## src/rtl/core_pwr_pkg.sv

```systemverilog
package core_pwr_pkg;
  typedef enum logic [2:0] {
    ST_RUN      = 3'd0,
    ST_HALTING  = 3'd1,
    ST_HALTED   = 3'd2,
    ST_STOPPING = 3'd3,
    ST_STOPPED  = 3'd4,
    ST_WAKING   = 3'd5
  } pwr_state_e;

  typedef enum logic [1:0] {
    MD_NONE  = 2'd0,
    MD_DOZE  = 2'd1,
    MD_NAP   = 2'd2,
    MD_SLEEP = 2'd3
  } pwr_mode_e;
endpackage

```

## src/rtl/core_pwr_mode_pick.sv

```systemverilog
module core_pwr_mode_pick
  import core_pwr_pkg::*;
(
  input  logic      doze_rq,
  input  logic      nap_rq,
  input  logic      sleep_rq,
  output pwr_mode_e mode,
  output logic      any_rq
);
  always_comb begin
    if (sleep_rq)     mode = MD_SLEEP;
    else if (nap_rq)  mode = MD_NAP;
    else if (doze_rq) mode = MD_DOZE;
    else              mode = MD_NONE;
  end
  assign any_rq = doze_rq | nap_rq | sleep_rq;
endmodule

```

## src/rtl/core_pwr_ack_timer.sv

```systemverilog
module core_pwr_ack_timer #(
  parameter int TMO_CYC = 1024
) (
  input  logic clk,
  input  logic rst,
  input  logic run,
  output logic expired
);
  localparam int CW = $clog2(TMO_CYC + 1);
  localparam logic [CW-1:0] LAST = CW'(TMO_CYC - 1);

  logic [CW-1:0] cnt;

  always_ff @(posedge clk) begin
    if (rst || !run) cnt <= '0;
    else if (cnt != LAST) cnt <= cnt + 1'b1;
  end

  assign expired = run && (cnt == LAST);
endmodule

```

## src/rtl/core_pwr_fsm.sv

```systemverilog
module core_pwr_fsm
  import core_pwr_pkg::*;
(
  input  logic       clk,
  input  logic       rst,
  input  pwr_mode_e  sel_mode,
  input  logic       any_rq,
  input  logic       wake_evt,
  input  logic       halted_ack,
  input  logic       stopped_ack,
  input  logic       tmo_hit,
  output logic       wait_run,
  output logic       halt_req,
  output logic       stop_req,
  output logic       tb_en,
  output pwr_state_e state,
  output logic       err
);
  pwr_mode_e mode_q;
  logic      abort;
  logic      waiting;
  logic      progress;

  assign abort = !any_rq || wake_evt;

  always_comb begin
    waiting  = 1'b0;
    progress = 1'b0;
    case (state)
      ST_HALTING:  begin waiting = 1'b1; progress = abort || halted_ack;  end
      ST_STOPPING: begin waiting = 1'b1; progress = abort || stopped_ack; end
      ST_WAKING:   begin
        waiting  = 1'b1;
        progress = halt_req ? !stopped_ack : !halted_ack;
      end
      default: ;
    endcase
  end

  assign wait_run = waiting && !progress && !err;

  always_ff @(posedge clk) begin
    if (rst) begin
      state    <= ST_RUN;
      mode_q   <= MD_NONE;
      halt_req <= 1'b0;
      stop_req <= 1'b0;
      tb_en    <= 1'b1;
      err      <= 1'b0;
    end else if (!err) begin
      if (tmo_hit) begin
        err <= 1'b1;
      end else begin
        case (state)
          ST_RUN: begin
            if (!abort) begin
              state    <= ST_HALTING;
              mode_q   <= sel_mode;
              halt_req <= 1'b1;
            end
          end
          ST_HALTING: begin
            if (abort) begin
              state <= ST_WAKING;
            end else if (halted_ack) begin
              if (mode_q == MD_DOZE) begin
                state <= ST_HALTED;
              end else begin
                state    <= ST_STOPPING;
                stop_req <= 1'b1;
              end
            end
          end
          ST_HALTED: begin
            if (abort) state <= ST_WAKING;
          end
          ST_STOPPING: begin
            if (abort) begin
              state    <= ST_WAKING;
              stop_req <= 1'b0;
            end else if (stopped_ack) begin
              state <= ST_STOPPED;
              if (mode_q == MD_SLEEP) tb_en <= 1'b0;
            end
          end
          ST_STOPPED: begin
            if (abort) begin
              state    <= ST_WAKING;
              stop_req <= 1'b0;
              tb_en    <= 1'b1;
            end
          end
          ST_WAKING: begin
            if (halt_req) begin
              if (!stopped_ack) halt_req <= 1'b0;
            end else if (!halted_ack) begin
              state <= ST_RUN;
            end
          end
          default: state <= ST_RUN;
        endcase
      end
    end
  end
endmodule

```

## src/rtl/core_pwr_seq.sv

```systemverilog
module core_pwr_seq
  import core_pwr_pkg::*;
#(
  parameter int TMO_CYC = 1024
) (
  input  logic       clk,
  input  logic       rst,
  input  logic       doze_rq,
  input  logic       nap_rq,
  input  logic       sleep_rq,
  input  logic       wake_evt,
  input  logic       halted_ack,
  input  logic       stopped_ack,
  output logic       halt_req,
  output logic       stop_req,
  output logic       tb_en,
  output logic [2:0] state_o,
  output logic       err_o
);
  pwr_mode_e  sel_mode;
  pwr_state_e st;
  logic       any_rq;
  logic       wait_run;
  logic       tmo_hit;

  core_pwr_mode_pick u_pick (
    .doze_rq  (doze_rq),
    .nap_rq   (nap_rq),
    .sleep_rq (sleep_rq),
    .mode     (sel_mode),
    .any_rq   (any_rq)
  );

  core_pwr_ack_timer #(.TMO_CYC(TMO_CYC)) u_tmr (
    .clk     (clk),
    .rst     (rst),
    .run     (wait_run),
    .expired (tmo_hit)
  );

  core_pwr_fsm u_fsm (
    .clk         (clk),
    .rst         (rst),
    .sel_mode    (sel_mode),
    .any_rq      (any_rq),
    .wake_evt    (wake_evt),
    .halted_ack  (halted_ack),
    .stopped_ack (stopped_ack),
    .tmo_hit     (tmo_hit),
    .wait_run    (wait_run),
    .halt_req    (halt_req),
    .stop_req    (stop_req),
    .tb_en       (tb_en),
    .state       (st),
    .err         (err_o)
  );

  assign state_o = st;
endmodule

```

## config.mk

```make
export PLATFORM = sky130hd
export DESIGN_NAME = core_pwr_seq
export DESIGN_NICKNAME = d
export VERILOG_FILES = /design/src/rtl/core_pwr_pkg.sv /design/src/rtl/core_pwr_mode_pick.sv /design/src/rtl/core_pwr_ack_timer.sv /design/src/rtl/core_pwr_fsm.sv /design/src/rtl/core_pwr_seq.sv
export SDC_FILE = /design/constraint.sdc
export NUM_CORES = 1
export LEC_CHECK = 0
export ABC_CLOCK_PERIOD_IN_PS = 5900
export BUFFER_PORTS_ARGS = -buffer_cell sky130_fd_sc_hd__clkbuf_2
export CAP_MARGIN = 20
export CORE_MARGIN = 5
export CORE_UTILIZATION = 58
export DETAILED_ROUTE_END_ITERATION = 8
export PLACE_DENSITY = 0.89
export SYNTH_ARGS = -nofsm -noshare
export SYNTH_HDL_FRONTEND = slang
export SYNTH_SLANG_ARGS = --single-unit
```

## constraint.sdc

```tcl
create_clock -name clk -period 5.9 [get_ports clk]
set_clock_uncertainty 0.15 [all_clocks]
set_input_delay 0.885 -clock clk [delete_from_list [all_inputs] [get_ports clk]]
set_output_delay 0.885 -clock clk [all_outputs]
set_load 0.01 [all_outputs]
```

==> summary.log, run 1 <==
qor: power.p_per_area 244.3 nW/um^2
qor: routing.via_per_inst 6.186
qor: clock_network.worstSkewPairLatency 0.30 ns
qor: yosys.asyncSetResetFlopFracSynth 0
qor: yosys.netlist_instances 134
qor: clock_network.postCtsResizedCells 0
qor: final_layout.final-instance-count-excl-fill 172
qor: global_routing.grt_overflow_total 0
qor: yosys.simple_logic_cell_fraction_of_the_synthesized_area 0.3075
qor: setup_path.worst-setup-path-type in2reg
qor: routing.drt_iter0_markers 52
qor: routing.ant_nets 0
qor: final_layout.post_route_cells_drive_above_1_share 0.1497
qor: die.num_io_pins 15
qor: die.floorplan.die.width 53.52 um
qor: die.floorplan.die_area 2864 um^2
qor: global_routing.track_usage 0.1980
qor: setup_path.end_kind flop
qor: yosys.synth-edff-count 0
qor: clock_network.cts_root_buf clkbuf_4
qor: routing.route.vias.total 1,064
qor: routing.drt_drc_violations_left 0
qor: final_layout.antenna_cells 0
qor: timing.finalSetupViolations 0
qor: clock_network.clock-sinks 20
qor: timing.final_period_minus_worst_setup_slack 2.438 ns
qor: status.run_status completed
qor: setup_path.timing.critical_path.required 5.95 ns
qor: yosys.area_fraction_in_compound_gates_after_synthesis 0.1879
qor: clock_network.cts_hold_buf 0
qor: yosys.dominantRegCellSynth dfxtp_1
qor: worst_hold_path.min_path_cells 2
qor: place.dpl.hpwl 1.869 mm
qor: timing.unrepaired_setup_endpoints_after_global_routing false
qor: routing.routed_wire_length 2.507 mm
qor: timing.final.period_utilization 0.4133
qor: worst_hold_path.hold_endpoint u_tmr.cnt[10]
qor: global_routing.grt_first_pass_wirelength 4.181 mm
qor: yosys.synth_adder_area_share 0.01139
qor: die.fp-row-count 15
qor: yosys.ys_types 42
qor: timing.max_slew.worst_pin.slew 0.4159 ns
qor: die.core_area 1764 um^2
qor: setup_path.cp.arrival 2.48 ns
qor: die.floorplan.initialDensity 0.6227
qor: die.fp.dieH 53.52 um
qor: yosys.ys_seq_elements 20
qor: yosys.post_synth_xor_area_fraction 0.03986
qor: global_routing.number_of_antenna_violations_at_the_first_check_in_global_routing 0
qor: yosys.muxShareOfSynthArea 0.03645
qor: timing.final_layout_setup_total_negative_slack 0 ns
qor: worst_hold_path.hold_path.startpoint u_tmr.cnt[10]
qor: worst_hold_path.hp-class reg2reg
qor: clock_network.clkTransAtPathRegs 0.11 ns
qor: setup_path.reg2reg_setup_slack 3.69 ns
qor: final_layout.fillerInstances 156
qor: yosys.synthesized_net_count 143
qor: place.place_inst 168
qor: setup_path.critPathLaunchType input port
qor: yosys.yosys_warnings 0
qor: yosys.cell_area_after_synthesis 1099 um^2
qor: final_layout.leading_cell_type_in_the_layout_fill_and_taps_excluded dfxtp_1
qor: setup_path.worstRegToRegCells 6
qor: setup_path.path_max_fanout 9
qor: setup_path.regToRegEndpoint u_fsm.stop_req
qor: clock_network.cts-root-to-sink-buffers 2
qor: timing.timing.max_slew.rel_slack 0.7224
qor: final_layout.most-common-layout-cells 20 x dfxtp_1, 18 x nor2_1, 14 x clkbuf_2
qor: clock_network.cts.repair_timing.setup_buffer_count 0
qor: timing.hold_violations 0
qor: power.cellLeakagePower 0.0004508 uW
qor: clock_network.htree_num_levels 1
qor: final_layout.finalNetCount 157
qor: power.ir_drop 223.7 uV
qor: clock_network.cts_buffers 3
qor: routing.detail_route.first_pass.iterations 4
qor: global_routing.grt_pass1_vias 987
qor: flow_run.drv.max_cap_violation_count 0
qor: yosys.synth.yosys.seq_area_share 0.3645
qor: timing.max_freq 0.4101 GHz
qor: yosys.synth.avg_cell_area 8.198 um^2
qor: clock_network.cts_tree yes
qor: routing.wl_per_cell 14.58 um
qor: global_routing.grt_max_degree 15
qor: final_layout.area_delta_synth_final 9.339%
qor: setup_path.crit-reg2reg-launch u_tmr.cnt[0]
qor: place.place.gp.congestion 0.9333
qor: timing.final_slew_violations 0
qor: setup_path.worst_setup_path_startpoint nap_rq
qor: place.portBuffers 14
qor: yosys.synth_top_family_by_area simple AND/OR/NAND/NOR gates
[cells by family after synthesis]
kind of cell               count (synthesis)
AOI/OAI and AO/OA                         30
DFF                                       20
muxes                                      4
xor gates and xnor gates                   5
buffers and inverters                     11
adders and majority gates                  1
and+or+nand+nor                           63
[critical path, cell delays in order]
cell	delay [ns]
clkbuf_2	0.10
nor3_1	0.29
or2_1	0.35
nor4_1	0.11
or3_1	0.38
o41ai_1	0.37
[flip-flops by register name, indices dropped and copies added (netlist names)]
signal,count
u_fsm.tb_en,1
u_fsm.err,1
u_tmr.cnt,11
u_fsm.state,3
u_fsm.stop_req,1
u_fsm.mode_q,2
u_fsm.halt_req,1
[layout make-up]
cell class / instances / area [um^2] / share of cell area
Timing Repair Buffer: 14 / 70.07 / 0.05833
Multi-Input combinational cell: 103 / 640.6 / 0.5333
Sequential cell: 20 / 400.4 / 0.3333
Tap cell: 25 / 31.28 / 0.02604
Clock buffer: 4 / 36.28 / 0.03021
Inverter: 6 / 22.52 / 0.01875
[cells in the mapped netlist, types with 2 or more instances]
| cell type | number | area (um^2) |
|---|---|---|
| nor3_1 | 4 | 20.02 |
| clkbuf_1 | 2 | 7.510 |
| nor2b_1 | 3 | 18.77 |
| nor4b_1 | 2 | 17.52 |
| buf_6 | 2 | 22.52 |
| o211ai_1 | 4 | 30.03 |
| nand3_1 | 8 | 40.04 |
| o21ai_0 | 6 | 30.03 |
| nor4_1 | 2 | 12.51 |
| nand2_1 | 6 | 22.52 |
| dfxtp_1 | 20 | 400.4 |
| or3_1 | 5 | 31.28 |
| xnor2_1 | 2 | 17.52 |
| inv_1 | 6 | 22.52 |
| mux2i_1 | 4 | 40.04 |
| nand2b_1 | 3 | 18.77 |
| and2_1 | 2 | 12.51 |
| nand3b_1 | 2 | 15.01 |
| nor2_1 | 18 | 67.56 |
| nand4_1 | 2 | 12.51 |
| xor2_1 | 3 | 26.28 |
| a21oi_1 | 8 | 40.04 |
[where the power goes]
part / internal, uW / switching, uW / total, uW
Clock: 37.6 / 39.4 / 77.0
Sequential: 143 / 12.9 / 156
Combinational: 26.7 / 34.1 / 60.8
Total: 207 / 86.4 / 293
[worst max path at each step]
stage                          end  depth (start not counted)  slack (ns)
global placement     u_tmr.cnt[10]                          6        3.26
CTS                  u_tmr.cnt[10]                          6        3.48
finish              u_fsm.stop_req                          6        3.46
floorplan             u_tmr.cnt[2]                          7        3.44
global route        u_fsm.stop_req                          6        3.31
detailed placement   u_tmr.cnt[10]                          6        3.18
[stage by stage]
stage	instance area [um^2]	hold WS, ns	total power, uW	setup WS (ns)	util
2_1_floorplan	1099	0.2761	202.5	3.439	-
3_3_place_gp	1165	0.2878	215.5	3.260	0.6603
3_5_place_dp	1165	0.3145	218.1	3.176	0.6603
4_1_cts	1201	0.3301	294.9	3.483	0.6809
5_1_grt	1201	0.3609	311.2	3.305	0.6809
6_report	1201	0.3270	293.4	3.462	0.6809
[layer usage]
layer  share of wire  track usage
met1            0.43       0.2428
met3           0.051      0.05070
met5               0            0
met2            0.50       0.3408
met4           0.018      0.05106
No activity file was read; power rests on OpenSTA's default activity.
==> run 2: changes to the inputs <==
- ABC_CLOCK_PERIOD_IN_PS: 5900 -> 2500
- CORE_UTILIZATION: 58 -> 55
- PLACE_DENSITY: 0.89 -> 0.86
- clock period: 5.9 -> 2.5 ns (I/O delays scaled with it)
==> summary.log, run 2 (synthesis gave the netlist of run 1 again) <==
qor: status.run_status completed
qor: final_layout.leading_cell_type_in_the_layout_fill_and_taps_excluded dfxtp_1
qor: clock_network.cts_buffers 3
qor: global_routing.number_of_antenna_violations_at_the_first_check_in_global_routing 0
qor: final_layout.finalNetCount 158
qor: place.place_inst 171
qor: clock_network.cts_hold_buf 0
qor: final_layout.post_route_cells_drive_above_1_share 0.1554
qor: final_layout.stdcell_area 1227 um^2
qor: final_layout.area_delta_synth_final 11.73%
qor: global_routing.grt_max_degree 15
qor: final_layout.largest_registers u_tmr.cnt: 11 flops, u_fsm.state: 3 flops, u_fsm.mode_q: 2 flops
qor: global_routing.grt_pass1_vias 1,008
qor: final_layout.most-common-layout-cells 20 x dfxtp_1, 18 x nor2_1, 14 x clkbuf_2
qor: timing.final_slew_violations 0
qor: place.placed_cell_area 1175 um^2
qor: setup_path.worstRegToRegCells 5
qor: global_routing.grt_first_pass_wirelength 4.222 mm
qor: power.p_per_area 628.1 nW/um^2
qor: die.core_area 1942 um^2
qor: timing.max_slew.worst_pin.slew 0.4139 ns
qor: routing.detail_route.first_pass.iterations 4
qor: clock_network.postCtsResizedCells 0
qor: setup_path.worst-setup-path-type reg2reg
qor: place.dpl.hpwl 1.794 mm
qor: clock_network.cts.repair_timing.setup_buffer_count 0
qor: die.fp-row-count 16
qor: global_routing.track_usage 0.1928
qor: die.floorplan.die.width 54.69 um
qor: place.place.gp.congestion 0.8033
qor: clock_network.clkTransAtPathRegs 0.11 ns
qor: setup_path.path_max_fanout 11
qor: timing.timing.max_slew.rel_slack 0.7241
qor: routing.via_per_inst 6.074
qor: routing.drt_drc_violations_left 0
qor: routing.drt-met1-wl 1.053 mm
qor: routing.drt_iter0_markers 21
qor: timing.finalSetupViolations 0
qor: flow_run.drv.max_cap_violation_count 0
qor: clock_network.cts-root-to-sink-buffers 2
qor: timing.final.period_utilization 0.8596
qor: final_layout.final-instance-count-excl-fill 175
qor: die.num_io_pins 15
qor: final_layout.antenna_cells 0
qor: clock_network.cts_root_buf clkbuf_4
qor: timing.unrepaired_setup_endpoints_after_global_routing false
qor: die.floorplan.die_area 2991 um^2
qor: routing.wl_met3 113 um
qor: place.portBuffers 14
qor: power.ir_drop 426.0 uV
qor: timing.final_period_minus_worst_setup_slack 2.149 ns
qor: die.fp.dieH 54.69 um
qor: setup_path.end_kind flop
qor: routing.wl_per_cell 13.85 um
qor: final_layout.fillerInstances 177
qor: routing.route.vias.total 1,063
qor: routing.routed_met2_length 1.215 mm
qor: final_layout.registers.top_by_ff_count u_tmr.cnt
qor: final_layout.area_of_the_multi_input_gates 640.6 um^2
qor: power.cellLeakagePower 0.0004618 uW
qor: worst_hold_path.min_path_cells 2
qor: timing.max_freq 0.4653 GHz
qor: routing.routed_wire_length 2.423 mm
qor: routing.ant_nets 0
qor: global_routing.grt_overflow_total 0
qor: setup_path.critPathLaunchType flop
qor: clock_network.cts_tree yes
qor: timing.final.hold.worst_slack 0.1871 ns
qor: timing.final_layout_setup_total_negative_slack 0 ns
qor: clock_network.worstSkewPairLatency 0.30 ns
qor: worst_hold_path.hp-class in2reg
qor: clock_network.htree_num_levels 1
qor: die.floorplan.initialDensity 0.5657
qor: final_layout.flip_flop_count_of_the_largest_register_after_layout 11
qor: setup_path.timing.critical_path.required 2.57 ns
qor: clock_network.clock-sinks 20
qor: routing.dr.max_layer_used met4
qor: setup_path.cp.arrival 2.22 ns
qor: final_layout.flip_flop_and_latch_area 400.4 um^2
qor: timing.hold_violations 0
-- run 2: cell types whose count changed in the layout (fill, tap and decap cells not counted), sizes merged --
cell	change
buf	+1
clkbuf	-1
bufinv	+1
-- run 2: cell type report --
cell class	count	share of cell area
timing repair buffer	15	0.06320
clock inverter	1	0.02446
tap	27	0.02752
clock buffer	3	0.01835
inverter	6	0.01835
sequential	20	0.3262
multi-input combinational	103	0.5219
-- run 2: power breakdown --
group / total, uW / switching, uW / internal (uW) / leakage, uW
combinational: 142 / 79.4 / 63.0 / 0.000271
clock: 263 / 100 / 162 / 0.0000279
sequential: 366 / 29.2 / 337 / 0.000162
total: 771 / 209 / 562 / 0.000462
-- run 2: through the flow --
step	worst slack (ns)	utilization	total power, uW
after floorplan	0.5045	-	478.0
after global placement	0.3569	0.6050	507.2
after detailed placement	0.2759	0.6050	514.3
after CTS	0.3615	0.6321	774.9
after global routing	0.2324	0.6321	813.1
final	0.3510	0.6321	771.0
-- run 2: final timing paths --
path | start | to | slack, ns
max | u_fsm.state[2] | u_tmr.cnt[10] | 0.35
min | rst | u_fsm.state[2] | 0.19
max reg2reg | u_fsm.state[2] | u_tmr.cnt[10] | 0.35
min reg2reg | u_tmr.cnt[10] | u_tmr.cnt[10] | 0.32
-- run 2: layer usage --
layer	up-vias	global-route usage
li1	517	-
met1	510	0.2231
met2	31	0.3484
met3	5	0.02452
met4	0	0.08299
met5	-	0
-- run 2: critical path: stages, from the launching register on --
cell and delay [ns]:
dfxtp_1 0.42, or3_1 0.40, o22a_1 0.21, o32a_2 0.19, or3_4 0.41, a311oi_1 0.27
